===== src/rtl/pm_pkg.sv =====
package pm_pkg;
    typedef enum logic [2:0] {
        ST_BOOT,
        ST_WATCH,
        ST_SECOND,
        ST_DECIDE,
        ST_GRANT,
        ST_HALTED,
        ST_RESUME
    } pm_state_e;

    localparam logic [1:0] ADDR_LIM1 = 2'd0;
    localparam logic [1:0] ADDR_LIM2 = 2'd1;
    localparam logic [1:0] ADDR_CTRL = 2'd2;
    localparam logic [1:0] ADDR_CLR  = 2'd3;

    localparam int CTRL_GATE = 0;
    localparam int CTRL_GO   = 1;
endpackage


===== src/rtl/pm_activity.sv =====
module pm_activity #(
    parameter int CYC_W = 3
) (
    input  logic             clk,
    input  logic             rst_n,
    input  logic             addr_valid,
    input  logic [CYC_W-1:0] cyc_def,
    output logic             act
);
    logic [CYC_W-1:0] cyc_d, cyc_q;

    always_comb begin
        cyc_d = cyc_def;
        act   = addr_valid || (cyc_def != cyc_q);
    end

    always_ff @(posedge clk or negedge rst_n) begin
        if (!rst_n) cyc_q <= '0;
        else        cyc_q <= cyc_d;
    end

    // a change seen on the registered copy means activity was flagged
    assert_change_is_activity_R1: assert property (@(posedge clk) disable iff (!rst_n)
        (cyc_q != $past(cyc_q)) |-> $past(act));
endmodule


===== src/rtl/pm_idle_timer.sv =====
module pm_idle_timer #(
    parameter int PRESCALE = 1000,
    parameter int TMR_W    = 16
) (
    input  logic             clk,
    input  logic             rst_n,
    input  logic             reload,
    input  logic [TMR_W-1:0] load_val,
    output logic             expired
);
    localparam int PRE_W = (PRESCALE > 1) ? $clog2(PRESCALE) : 1;
    localparam logic [PRE_W-1:0] PRE_LAST = PRE_W'(PRESCALE - 1);

    typedef struct packed {
        logic [PRE_W-1:0] pre;
        logic [TMR_W-1:0] cnt;
    } tmr_t;

    tmr_t d, q;
    logic tick;

    always_comb begin
        d       = q;
        tick    = (q.pre == PRE_LAST);
        expired = (q.cnt == '0);
        if (reload) begin
            d.pre = '0;
            d.cnt = load_val;
        end else begin
            d.pre = tick ? '0 : q.pre + 1'b1;
            if (tick && q.cnt != '0) d.cnt = q.cnt - 1'b1;
        end
    end

    always_ff @(posedge clk or negedge rst_n) begin
        if (!rst_n) q <= '0;
        else        q <= d;
    end

    // without a reload the count only ever moves down
    assert_count_down_only_R2: assert property (@(posedge clk) disable iff (!rst_n)
        !$past(reload) |-> (q.cnt <= $past(q.cnt)));
endmodule


===== src/rtl/pm_seq.sv =====
module pm_seq
    import pm_pkg::*;
#(
    parameter int               TMR_W    = 16,
    parameter logic [TMR_W-1:0] DEF_LIM1 = 16'd100,
    parameter logic [TMR_W-1:0] DEF_LIM2 = 16'd100
) (
    input  logic             clk,
    input  logic             rst_n,
    input  logic             act,
    input  logic             wake,
    input  logic             grant_ack,
    input  logic             expired,
    input  logic             reg_wr,
    input  logic [1:0]       reg_addr,
    input  logic [TMR_W-1:0] reg_wdata,
    output logic             reload,
    output logic [TMR_W-1:0] load_val,
    output logic             smi,
    output logic             stop,
    output logic             clk_en,
    output logic [1:0]       cause
);
    typedef struct packed {
        pm_state_e        state;
        logic [TMR_W-1:0] lim1;
        logic [TMR_W-1:0] lim2;
        logic             gate_en;
        logic             smi;
        logic             stop;
        logic             clk_en;
        logic [1:0]       cause;
    } seq_t;

    seq_t d, q;
    logic go_wr;

    always_comb begin
        d     = q;
        d.smi = 1'b0;
        go_wr = reg_wr && (reg_addr == ADDR_CTRL) && reg_wdata[CTRL_GO];

        if (reg_wr) begin
            unique case (reg_addr)
                ADDR_LIM1: d.lim1    = reg_wdata;
                ADDR_LIM2: d.lim2    = reg_wdata;
                ADDR_CTRL: d.gate_en = reg_wdata[CTRL_GATE];
                ADDR_CLR:  d.cause   = q.cause & ~reg_wdata[1:0];
            endcase
        end

        unique case (q.state)
            ST_BOOT: d.state = ST_WATCH;
            ST_WATCH: begin
                if (!act && expired) begin
                    d.state    = ST_SECOND;
                    d.smi      = 1'b1;
                    d.cause[0] = 1'b1;
                end
            end
            ST_SECOND: begin
                if (act) begin
                    d.state = ST_WATCH;
                end else if (expired) begin
                    d.state    = ST_DECIDE;
                    d.smi      = 1'b1;
                    d.cause[1] = 1'b1;
                end
            end
            ST_DECIDE: begin
                if (act) begin
                    d.state = ST_WATCH;
                end else if (go_wr) begin
                    d.state = ST_GRANT;
                    d.stop  = 1'b1;
                end
            end
            ST_GRANT: begin
                if (act || wake) begin
                    d.state  = ST_RESUME;
                    d.clk_en = 1'b1;
                end else if (grant_ack) begin
                    d.state  = ST_HALTED;
                    d.clk_en = !q.gate_en;
                end
            end
            ST_HALTED: begin
                if (act || wake) begin
                    d.state  = ST_RESUME;
                    d.clk_en = 1'b1;
                end
            end
            ST_RESUME: begin
                d.state = ST_WATCH;
                d.stop  = 1'b0;
            end
            default: d.state = ST_BOOT;
        endcase

        reload   = act || (d.state != q.state);
        load_val = (d.state == ST_SECOND) ? q.lim2 : q.lim1;
        if (reg_wr && reg_addr == ADDR_LIM2 && d.state == ST_SECOND) load_val = reg_wdata;
        if (reg_wr && reg_addr == ADDR_LIM1 && d.state != ST_SECOND) load_val = reg_wdata;

        smi    = q.smi;
        stop   = q.stop;
        clk_en = q.clk_en;
        cause  = q.cause;
    end

    always_ff @(posedge clk or negedge rst_n) begin
        if (!rst_n) begin
            q         <= '0;
            q.state   <= ST_BOOT;
            q.lim1    <= DEF_LIM1;
            q.lim2    <= DEF_LIM2;
            q.clk_en  <= 1'b1;
        end else begin
            q <= d;
        end
    end

    // interrupt request lasts one cycle
    assert_smi_single_R4: assert property (@(posedge clk) disable iff (!rst_n)
        q.smi |=> !q.smi);

    // stop-clock only rises from the decision state on a decision write
    assert_stop_from_decide_R7: assert property (@(posedge clk) disable iff (!rst_n)
        $rose(q.stop) |-> ($past(q.state) == ST_DECIDE) && $past(go_wr));

    // a closed gate always comes with stop-clock asserted
    assert_gate_needs_stop_R8: assert property (@(posedge clk) disable iff (!rst_n)
        !q.clk_en |-> q.stop);

    // the gate closes only after an acknowledge with gating enabled
    assert_gate_after_ack_R8: assert property (@(posedge clk) disable iff (!rst_n)
        $fell(q.clk_en) |-> $past(grant_ack) && $past(q.gate_en));

    // stop-clock is released only with the clock already running
    assert_release_order_R9: assert property (@(posedge clk) disable iff (!rst_n)
        $fell(q.stop) |-> q.clk_en && $past(q.clk_en));

    // wake or activity in the halted state reopens the clock next cycle
    assert_wake_opens_R9: assert property (@(posedge clk) disable iff (!rst_n)
        (q.state == ST_HALTED) && (act || wake) |=> q.clk_en);
endmodule


===== src/rtl/idle_pm_seq.sv =====
module idle_pm_seq #(
    parameter int               PRESCALE = 1000,
    parameter int               TMR_W    = 16,
    parameter int               CYC_W    = 3,
    parameter logic [TMR_W-1:0] DEF_LIM1 = TMR_W'(100),
    parameter logic [TMR_W-1:0] DEF_LIM2 = TMR_W'(100)
) (
    input  logic             clk,
    input  logic             rst_n,
    input  logic             bus_addr_valid,
    input  logic [CYC_W-1:0] bus_cyc_def,
    input  logic             wake_in,
    input  logic             stop_grant_ack,
    input  logic             reg_wr,
    input  logic [1:0]       reg_addr,
    input  logic [TMR_W-1:0] reg_wdata,
    output logic             smi_req,
    output logic             stop_clk,
    output logic             cpu_clk_en,
    output logic [1:0]       smi_cause
);
    logic             act;
    logic             reload;
    logic             expired;
    logic [TMR_W-1:0] load_val;

    pm_activity #(.CYC_W(CYC_W)) u_act (
        .clk        (clk),
        .rst_n      (rst_n),
        .addr_valid (bus_addr_valid),
        .cyc_def    (bus_cyc_def),
        .act        (act)
    );

    pm_idle_timer #(.PRESCALE(PRESCALE), .TMR_W(TMR_W)) u_tmr (
        .clk      (clk),
        .rst_n    (rst_n),
        .reload   (reload),
        .load_val (load_val),
        .expired  (expired)
    );

    pm_seq #(.TMR_W(TMR_W), .DEF_LIM1(DEF_LIM1), .DEF_LIM2(DEF_LIM2)) u_seq (
        .clk       (clk),
        .rst_n     (rst_n),
        .act       (act),
        .wake      (wake_in),
        .grant_ack (stop_grant_ack),
        .expired   (expired),
        .reg_wr    (reg_wr),
        .reg_addr  (reg_addr),
        .reg_wdata (reg_wdata),
        .reload    (reload),
        .load_val  (load_val),
        .smi       (smi_req),
        .stop      (stop_clk),
        .clk_en    (cpu_clk_en),
        .cause     (smi_cause)
    );
endmodule


===== config.mk =====
export PLATFORM = sky130hd
export DESIGN_NAME = idle_pm_seq
export DESIGN_NICKNAME = d
export VERILOG_FILES = /design/src/rtl/pm_pkg.sv /design/src/rtl/pm_activity.sv /design/src/rtl/pm_idle_timer.sv /design/src/rtl/pm_seq.sv /design/src/rtl/idle_pm_seq.sv
export SDC_FILE = /design/constraint.sdc
export NUM_CORES = 1
export LEC_CHECK = 0
export BUFFER_PORTS_ARGS = -buffer_cell sky130_fd_sc_hd__buf_4
export CORE_ASPECT_RATIO = 1.2
export CORE_MARGIN = 1.5
export CORE_UTILIZATION = 66
export DETAILED_ROUTE_END_ITERATION = 12
export GPL_TIMING_DRIVEN = 1
export HOLD_SLACK_MARGIN = 0.1
export PLACE_DENSITY = 0.86
export SETUP_SLACK_MARGIN = 0.5
export SLEW_MARGIN = 20
export SYNTH_ARGS = -nofsm -noshare
export SYNTH_HDL_FRONTEND = slang
export SYNTH_SLANG_ARGS = --single-unit
export TNS_END_PERCENT = 100

===== constraint.sdc =====
create_clock -name clk -period 4.1 [get_ports clk]
set_input_delay 0.615 -clock clk [delete_from_list [all_inputs] [get_ports clk]]
set_output_delay 0.615 -clock clk [all_outputs]
set_load 0.005 [all_outputs]

; ---- Word-level counts from Yosys, hierarchy flattened
; Index checks and enable logic that the tools add are counted.
[totals]
in_bits = 27
elab_cells = 92
regBits = 70
out_inout_bits = 5
[classes]
n_reduce_logical = 26
bitwise_logic = 2
n_mux = 33
add_sub_neg = 2
n_eq_ne = 18
[op_table]
columns = cell, count
row1 = $mux W16, 4
row2 = $mux W26, 1
row3 = $mux W3, 8
row4 = $pmux W3 S6, 1
row5 = $logic_not A16 Y1, 1
row6 = $reduce_bool A16 Y1, 1
row7 = $sub A16 B1 Y16 const B, 1
row8 = $mux W1, 13
row9 = $add A10 B1 Y10 const B, 1
row10 = $eq A10 B10 Y1 const B, 1
row11 = $mux W10, 1
row12 = $eq A3 B2 Y1 const B, 3
row13 = $eq A3 B3 Y1 const B, 3
row14 = $logic_and A1 B1 Y1, 8
row15 = $ne A3 B2 Y1 const B, 2
row16 = $ne A3 B3 Y1, 2
row17 = $pmux W1 S2, 3
row18 = $reduce_and A2 Y1, 3
row19 = $reduce_and A3 Y1, 2
row20 = $reduce_bool A2 Y1, 3
row21 = $eq A2 B2 Y1 const B, 2
row22 = $mux W2, 2
row23 = $ne A2 B1 Y1 const B, 2
row24 = $eq A3 B1 Y1 const B, 1
row25 = 9 further kinds, 12

; ---- Logic depth before layout (Yosys ltp)
[logic_depth]
ltp_word = 11
ltp_mapped = 10
ltp_nobuf = 8

; ---- Modules after synthesis
; Synthesis repeated with hierarchy kept, for this count alone.
[hier_totals]
hier_cells = 419
hier_area_um2 = 4093.9
[by_module_without_submodules]
columns = module, area_each_um2, seq_area_each_um2, cells_each, n_inst
row1 = pm_seq, 2428.6, 1034.7, 241, 1
row2 = pm_idle_timer, 1556.5, 650.6, 171, 1
row3 = pm_activity, 108.9, 75.1, 7, 1

; ---- Worst setup path before layout
; No wires, ideal clock.
[synth_path]
path_kind = input to register
from = in reg_addr[0]
to = reg u_tmr.q[11] in the netlist's numbering
path_stages = 8
arrival_ps = 2170
t_required_ps = 3969
path_buffers = 2
setup_time_ps = 131
slack_ps = 1799
path_cell_list = buf_2 and4b_1 nor4b_1 a2111oi_4 a21oi_1 buf_2 o21a_1 a211oi_2
[synth_between]
elab_chain_len = 11
elab_cells_between_ends = 21
cone_classes = eq/ne: 5 / mux: 7 / reduce/logical: 9
[synth_lines]
columns = element, line
row1 = start: declaration, idle_pm_seq.sv:15  ; input logic [1:0] reg_addr,
row2 = $eq A2 B2 Y1, pm_seq.sv:41  ; go_wr = reg_wr && (reg_addr == ADDR_CTRL) && reg_wdata[CTRL_GO];
row3 = $logic_and A1 B1 Y1 (2 in a row), pm_seq.sv:41
row4 = $mux W3, pm_seq.sv:73  ; end else if (go_wr) begin
row5 = $mux W3, pm_seq.sv:71  ; if (act) begin
row6 = $pmux W3 S6, pm_seq.sv:52  ; unique case (q.state)
row7 = $eq A3 B2 Y1, "pm_seq.sv:101, pm_seq.sv:102"
row8 = $mux W16 / $logic_and A1 B1 Y1 (equally long branches), "pm_seq.sv:101, pm_seq.sv:102"
row9 = $mux W16, pm_seq.sv:102  ; if (reg_wr && reg_addr == ADDR_LIM2 && d.state == ST_SECOND) load_val = reg_wdata;
row10 = $mux W16, pm_seq.sv:103  ; if (reg_wr && reg_addr == ADDR_LIM1 && d.state != ST_SECOND) load_val = reg_wdata;
row11 = $mux W26, pm_idle_timer.sv:26  ; if (reload) begin
row12 = end signal: assignment, pm_idle_timer.sv:36  ; if (!rst_n) q <= '0;
row13 = end signal: assignment, pm_idle_timer.sv:37  ; else q <= d;
row14 = end: declaration, pm_idle_timer.sv:19  ; tmr_t d, q;
; Several ways; a longest one is shown, not always the timed one.
; A chain may end at the register's enable or synchronous reset.

; ---- Worst setup path in the final report
[layout_path]
from = reg u_tmr.q[0] in the netlist's numbering
to = reg u_tmr.q[15] in the netlist's numbering
[layout_between]
elab_chain_len = 9
elab_cells_between_ends = 21
cone_classes = add/sub: 1 / eq/ne: 3 / mux: 9 / reduce/logical: 8
[layout_lines]
columns = element, line
row1 = $logic_not A16 Y1, pm_idle_timer.sv:25  ; expired = (q.cnt == '0);
row2 = $mux W3 / $logic_and A1 B1 Y1 (equally long branches), "pm_seq.sv:64, pm_seq.sv:55"
row3 = $mux W3 (on tied branches), "pm_seq.sv:62, pm_seq.sv:55"
row4 = $pmux W3 S6, pm_seq.sv:52
row5 = $eq A3 B2 Y1, "pm_seq.sv:101, pm_seq.sv:102"
row6 = $mux W16 / $logic_and A1 B1 Y1 (equally long branches), "pm_seq.sv:101, pm_seq.sv:102"
row7 = $mux W16, pm_seq.sv:102
row8 = $mux W16, pm_seq.sv:103
row9 = $mux W26, pm_idle_timer.sv:26
; Several ways; a longest one is shown, not always the timed one. The select of a mux whose other input is x is not followed.

==> run summary <==
status -> completed
Placer Congestion -> 0.9817
vias in the first global route -> 4164
GRT Total Usage -> 35.44%
Clock Skews -> 0.01351 ns
Routed WL per cell -> 20.74 um
PD cells -> 379.2 nW/um2
Reg-to-Reg End -> u_tmr.q[15]$_DFFE_PN0P_
Post-DP HPWL -> 8428 um
pre-CTS worst setup slack -> 1.057 ns
commonest non-fill, non-tap cells in the layout -> 63 x dfrtp_1, 40 x buf_4, 39 x nor2_1
critical path endpoint category -> register
CP startpoint kind -> register
core footprint -> 6813 um2
first-pass GRT wire length -> 20470 um
die height -> 94.50 um
FF/Latch Area -> 1760 um2
sequential area share after synthesis -> 38.23%
R2R Setup Slk -> 1.00 ns
Clock Tree Root -> clkbuf_8
Yosys reg bits -> 70
filler cell count -> 472
Crit path arrival time -> 3.35 ns
slowest CP cell -> mux2i_2
most common cell after layout, fill and taps aside -> dfrtp_1
Leak Pwr -> 2.033 nW
footprint of the multi-input gates -> 2643 um2
Slew headroom -> 41.50%
Final period util -> 75.57%
post-cts resize count -> 0
Post-synth ARST share -> 100.0%
initial drt markers -> 617
Num CTS Buffers -> 9
Mapped Area -> 4604 um2
setup bufs post-CTS -> 0
Fmax achieved -> 0.3227 GHz
total wire length -> 12300 um
max incr delay on CP -> 0.64 ns
critical path class -> reg -> reg
First-pass DRT Iterations -> 5
CTS clk-pin slew, worst paths -> 0.08 ns
drt via density -> 7.089
ANT cells -> 0
# DRC -> 0
Primary FF master, synth -> dfrtp_1
Hold Crit Class -> in -> async
Top Ports -> 32
post-route minimum period -> 3.099 ns
Starting Density -> 67.58%
VDD IR max -> 0.2525 mV
launching point of the worst reg2reg path -> u_tmr.q[0]$_DFFE_PN0P_
R2R cell count -> 9
critical path data required time -> 4.35 ns
Synth cell types -> 69
CP max FO -> 8
GRT overflow -> 0
initial antenna violation count -> 0
worst-margin pin slew -> 0.8775 ns
Port Buffers -> 31
Synth Area per Inst -> 9.533 um2
Clock Latency Late Sink -> 0.36 ns
Vias -> 4204
Synth Instances -> 483
largest net degree at the start of global routing -> 71
share of layout cells above drive strength 1 -> 23.91%
final antenna-violating net count -> 0
worst setup margin -> 1.001 ns
Area Growth Syn to Fin -> 9.565%
EDFF count, synth -> 0
DIE WIDTH -> 79.25 um
RSZ-0062 raised after global routing -> no
final setup vio count -> 0
Die Footprint -> 7488 um2
hold-fix buffer count after cts -> 0
CTS tree -> built
maxcap violations -> 0
Setup TNS -> 0 ns
syn_nets -> 512
clock sinks -> 70
YS warnings -> 0
row count -> 33
H-tree depth -> 3
total power -> 1.913 mW
Slew Limit Fails -> 0
NumNets Final -> 530
crit path cell chain -> inv_1 -> ha_1 -> nor4b_4 -> nand4_2 -> mux2i_2 -> buf_4 -> nor4_1 -> o21a_1 -> a221oi_1
Clock Path Buffers -> 2
final hold vios -> 0
-- layout make-up --
type | instances | share of cell area [%]
multi-input cells | 371 | 52.38
flip-flops and latches | 70 | 34.90
repair buffers | 40 | 5.952
clock buffers | 9 | 2.455
well taps | 87 | 2.158
clock inverters | 7 | 1.488
inverters | 9 | 0.6696
-- worst max path at each step --
| stage | startpoint | to | slack [ns] | cells past startpoint |
|---|---|---|---|---|
| global placement | u_seq.q[39]$_DFF_PN0_ | u_tmr.q[2]$_DFFE_PN0P_ | 1.18 | 7 |
| finish | u_tmr.q[0]$_DFFE_PN0P_ | u_tmr.q[15]$_DFFE_PN0P_ | 1.00 | 9 |
| floorplan | reg_addr[0] | u_tmr.q[11]$_DFFE_PN0P_ | 1.80 | 8 |
| CTS | u_tmr.q[0]$_DFFE_PN0P_ | u_tmr.q[15]$_DFFE_PN0P_ | 1.10 | 9 |
| global route | u_seq.q[39]$_DFF_PN0_ | u_tmr.q[12]$_DFFE_PN0P_ | 0.78 | 7 |
| detailed placement | bus_cyc_def[2] | u_tmr.q[3]$_DFFE_PN0P_ | 1.06 | 7 |
-- Yosys cell counts (5+ instances only) --
cell      instances  area (um2)
buf_2            16       80.08
xnor2_1          14       122.6
nand2_1          38       142.6
nor3_1           17       85.08
dfrtp_1          63        1577
a211oi_1          8       60.06
clkbuf_1          9       33.78
and3_1           11       68.82
o21ai_0          23       115.1
nand4_1           9       56.30
nand3_1          16       80.08
or3_1             5       31.28
nor4_1            9       56.30
a21oi_1          16       80.08
mux2i_1          15       150.1
o22ai_1          14       87.58
dfstp_2           7       183.9
xor2_1            8       70.07
o21a_1            5       37.54
mux2_2           33       371.6
inv_1             8       30.03
o211ai_1         10       75.07
nor2_1           39       146.4
-- registers in the layout, indices dropped and copies added, names as in the netlist --
name,flops
u_act.cyc_q,3
u_seq.cause,2
u_seq.clk_en,1
u_seq.q,36
u_seq.smi,1
u_seq.stop,1
u_tmr.q,26
-- per-stage QoR --
step / cells / cell area [um2] / util, % / hold slack, ns
after floorplan: 483 / 4604 / - / 0.3194
after global placement: 577 / 4843 / 71.09 / 0.4711
after detailed placement: 577 / 4843 / 71.09 / 0.4768
after CTS: 593 / 5042 / 74.01 / 0.3714
after global routing: 593 / 5045 / 74.05 / 0.3653
final: 593 / 5045 / 74.05 / 0.3701
-- where the power goes --
part           leakage, nW  total, mW  switching, mW  internal [mW]
Clock               0.0914      0.557          0.276          0.281
Combinational         1.09      0.435          0.218          0.216
Sequential           0.853      0.921          0.123          0.798
Total                 2.03       1.91          0.617           1.30
-- logic make-up after synthesis --
kind of cell	share of synthesized area, %
adder cells (fa/ha/maj)	0.5434
buffers and inverters	4.429
XOR/XNOR	4.185
multiplexers	11.93
AND/OR/NAND/NOR	20.98
AO/OA/AOI/OAI	19.70
flip-flops	38.23
-- worst max-delay path, delay by kind of cell (launching register included) --
family                     cells  cell delay (ns)
buffers and inverters          2             0.38
adders and majority gates      1             0.25
and+or+nand+nor                3             0.87
DFF                            1             0.41
AOI/OAI and AO/OA              2             0.44
muxes                          1             0.64
-- metal layers --
metal	vias to the layer above	part of all wire, %	global-route usage, %
met4	0	2.5	16.52
met3	34	8.9	7.440
met1	2058	39	46.50
li1	1864	-	-
met2	248	49	56.20
met5	-	0	0
(Power assumes the default switching activity.)
